File: src/rtl/para_refresher.sv
module para_refresher #(
  parameter int ROW_W  = 14,
  parameter int BANK_W = 3,
  parameter int DROP_W = 8,
  parameter logic [31:0] SEED = 32'hC0FFEE11
) (
  input  logic              clk,
  input  logic              rst,
  input  logic              cfg_we,
  input  logic [15:0]       cfg_threshold,
  input  logic              evt_valid,
  input  logic              evt_close,
  input  logic [BANK_W-1:0] evt_bank,
  input  logic [ROW_W-1:0]  evt_row,
  input  logic              req_ready,
  output logic              req_valid,
  output logic [BANK_W-1:0] req_bank,
  output logic [ROW_W-1:0]  req_row,
  output logic [DROP_W-1:0] drop_count
);
  localparam logic [31:0]       TAPS     = 32'h80200003;
  localparam logic [ROW_W-1:0]  ROW_LAST = '1;
  localparam logic [DROP_W-1:0] DROP_MAX = '1;

  logic [31:0]      lfsr;
  logic [15:0]      thr_q;
  logic             hit, go_up, slot_free;
  logic [ROW_W-1:0] target;

  assign hit       = evt_valid & evt_close & (lfsr[15:0] < thr_q);
  assign go_up     = (evt_row == '0) | ((evt_row != ROW_LAST) & lfsr[31]);
  assign target    = go_up ? evt_row + 1'b1 : evt_row - 1'b1;
  assign slot_free = ~req_valid | req_ready;

  always_ff @(posedge clk) begin
    if (rst) begin
      lfsr       <= SEED;
      thr_q      <= '0;
      req_valid  <= 1'b0;
      req_bank   <= '0;
      req_row    <= '0;
      drop_count <= '0;
    end else begin
      lfsr <= lfsr[0] ? ((lfsr >> 1) ^ TAPS) : (lfsr >> 1);
      if (cfg_we) thr_q <= cfg_threshold;
      if (hit && slot_free) begin
        req_valid <= 1'b1;
        req_bank  <= evt_bank;
        req_row   <= target;
      end else if (req_ready) begin
        req_valid <= 1'b0;
      end
      if (hit && !slot_free && drop_count != DROP_MAX)
        drop_count <= drop_count + 1'b1;
    end
  end
endmodule

File: config.mk
export PLATFORM = sky130hd
export DESIGN_NAME = para_refresher
export DESIGN_NICKNAME = d
export VERILOG_FILES = /design/src/rtl/para_refresher.sv
export SDC_FILE = /design/constraint.sdc
export NUM_CORES = 1
export LEC_CHECK = 0
export ABC_AREA = 0
export BUFFER_PORTS_ARGS = -buffer_cell sky130_fd_sc_hd__buf_2
export CAP_MARGIN = 20
export CORE_AREA = 2 2 80 82
export CTS_BUF_LIST = sky130_fd_sc_hd__clkbuf_16
export CTS_CLUSTER_DIAMETER = 30
export DETAILED_ROUTE_END_ITERATION = 16
export DIE_AREA = 0 0 82 84
export PLACE_DENSITY = 0.84
export SLEW_MARGIN = 20
export SYNTH_ARGS = -nofsm -noshare
export SYNTH_HDL_FRONTEND = slang
export SYNTH_SLANG_ARGS = --single-unit
File: constraint.sdc
create_clock -name clk -period 5 [get_ports clk]
set_clock_uncertainty 0.1 [all_clocks]
set_input_delay 0.75 -clock clk [delete_from_list [all_inputs] [get_ports clk]]
set_output_delay 0.75 -clock clk [all_outputs]
set_load 0.01 [all_outputs]
==> flow_summary.ini <==
[setup_path]
r2r_start = lfsr[31]
cp.arrival_ns = 3.69
ff2ff_setup_slack_ns = 1.97
r2r_cells = 9
endpoint_kind = flip-flop
startpoint = evt_row[9]
crit_end = req_row[10]
start_kind = input pin
critical_path_class = in2reg
r2r_end = req_row[10]
crit_required_ns = 5.08
cp_max_fo = 13

[timing]
slew_violations = 0
layout_setup_ws_ns = 1.39
hold_viol_final = 0
relSlewSlack_pct = 55.7
rsz0062_at_grt = false
setup_tns_ns = 0
fin_crit_ns = 3.61
setup_viol = 0
tightest_slew_ns = 0.664
finalCritPeriodShare_pct = 72.1
max_freq_ghz = 0.277

[cells_and_area]
multi_input_area_mm2 = 0.00192
fin_cells = 526
fin_nets = 512
seq_area_mm2 = 0.00148
layout-drive-gt1-share_pct = 23.2
fillers = 479
diodes = 0
area_growth_pct = 18.8

[synth]
syn_area_mm2 = 0.00354
avgSynthCellArea_um2 = 9.25
synth_common_cells = dfxtp_1 (74), nor2_1 (40), ha_1 (28)
async_reset_ff_share_pct = 0
synth_fp_nets = 451
yosysWarnings = 0
synth-seq-cells = 74
synthCells = 383
synth_top_area_cell = dfxtp_1
synth_ff_type = dfxtp_1
synth_edf_count = 0
synth_area_leaders = dfxtp_1 (42%), ha_1 (9.9%), mux2i_1 (7.6%)
yosys.area.top_type_share_pct = 41.8
yosysMostFrequentCell = dfxtp_1
synth_cell_types = 40
ys_seq_area_share_pct = 41.8

[route]
first_pass_iters = 4
drc = 0
drt-initial-drc-count = 159
dr_total_vias = 2895
drtAntennaViolNets = 0
vias_per_cell = 5.50
wl_per_cell_um = 13.8
wl_um = 7270

[worst_hold_path]
holdCritStartpoint = lfsr[20]
hp-class = reg2reg

[floorplanning]
die-height_um = 84
dieWidth_um = 82
ios = 65
initial_core_util_pct = 58.1
die_area_mm2 = 0.00689
fp-row-count = 29
core_mm2 = 0.00610

[grt]
grt_pass1_wl_um = 12300
antenna_found_initial = 0
grt-ovfl-total = 0
grt_use_total_pct = 22.9
grt_max_degree = 73
first_global_vias = 2779

[run_status]
status = completed

[clock_tree]
cts_tree = done
cts_max_level = 3
post_cts_resized = 0
cts.path.max_buffers = 2
clock-root-buffer = clkbuf_16
holdBufCountCts = 0
path_clk_slew_ns = 0.06
post_cts_buffers = 0
clkLatencyLatePin_ns = 0.33
numCtsBuffers = 9
clock_sinks = 74

[power_and_ir_drop]
leakagePower_nw = 1.84
p_per_area_mw_per_mm2 = 352
ir_drop_v = 0.000243

[place]
pre_cts_slack_ns = 1.05
finalWeightedCongestion = 0.824
place_inst = 510
hpwl_um = 5180
port_buffers = 64

[flow_run]
maxCapViolations = 0
-- worst max-delay path, cell delays in order --
cell and delay [ns]:
buf_2 0.12, nor4_1 0.37, a41oi_1 0.22, a21o_1 0.37, fa_1 0.49, a211oi_1 0.31, o21ai_0 0.20, a21oi_1 0.27
mux2_2 0.36, o21ai_0 0.16, a21oi_1 0.08
-- stage by stage --
step                util (%)  total power, mW  area, µm²  hold slack (ns)
floorplan                  -            0.806       3540            0.289
global placement        64.2            0.859       3910            0.294
detailed placement      64.2            0.867       3910            0.297
CTS                     69.0             1.49       4210            0.311
global route            69.0             1.55       4210            0.320
finish                  69.0             1.48       4210            0.310
-- sequential cells by signal (all words and copies together), names as in the netlist --
signal / cells
lfsr: 32
req_row: 14
drop_count: 8
req_valid: 1
req_bank: 3
thr_q: 16
-- worst min path at each step --
| stage | end | depth (start not counted) |
|---|---|---|
| 3_3_place_gp | lfsr[20] | 1 |
| 3_5_place_dp | lfsr[15] | 1 |
| 5_1_grt | lfsr[19] | 1 |
| 6_report | lfsr[19] | 1 |
| 4_1_cts | lfsr[19] | 1 |
| 2_1_floorplan | lfsr[15] | 1 |
-- metal layers --
metal	vias to the layer above	wire [µm]	global-route usage [%]
li1	1473	-	-
met1	1357	3290	28.1
met2	54	3510	37.8
met3	11	344	5.84
met4	0	118	8.48
met5	-	0	0
-- power breakdown --
| group | switching (mW) | internal [mW] |
|---|---|---|
| sequential | 0.0150 | 0.616 |
| clock | 0.239 | 0.384 |
| combinational | 0.123 | 0.105 |
| total | 0.377 | 1.10 |
-- cells in the final DEF, fill, tap and decap left out, types with 2 or more instances in the layout --
master / synthesis / routed
a2111oi_0: 2 / 2
a211o_1: 2 / 2
a211oi_1: 7 / 7
a21o_1: 6 / 6
a21oi_1: 26 / 25
and3_1: 2 / 2
buf_2: 2 / 64
buf_4: 0 / 2
clkbuf_16: 0 / 9
clkinv_2: 0 / 2
clkinvlp_4: 0 / 2
dfxtp_1: 74 / 74
ha_1: 28 / 28
inv_1: 21 / 21
mux2_2: 3 / 3
mux2i_1: 27 / 27
nand2_1: 15 / 15
nand2b_1: 4 / 4
nand3_1: 5 / 5
nand4_1: 6 / 6
nor2_1: 40 / 40
nor2b_1: 13 / 13
nor3_1: 4 / 4
nor4_1: 7 / 7
o211ai_1: 2 / 2
o21a_1: 6 / 6
o21ai_0: 14 / 14
o21bai_1: 3 / 3
o311ai_0: 3 / 3
o31ai_1: 3 / 3
o41ai_1: 2 / 2
or2_2: 18 / 18
or3_1: 2 / 2
or4_1: 3 / 3
xnor2_1: 12 / 12
-- cells by family (layout without fill, tap and decap cells) --
family	after synthesis	count (layout)	synth area share [%]
fa+ha+maj	29	29	10.5
simple gates	120	120	17.2
xor+xnor	13	13	3.22
buf+inv	37	103	3.99
compound gates	80	80	14.7
mux	30	30	8.59
flops	74	74	41.8
-- layout make-up --
cell class,instances,area share (%)
multi-input combinational,272,45.7
sequential,74,35.2
timing repair buffer,66,7.97
clock buffer,9,5.35
tap,77,2.29
inverter,21,1.87
clock inverter,7,1.61
(Power assumes the default switching activity.)
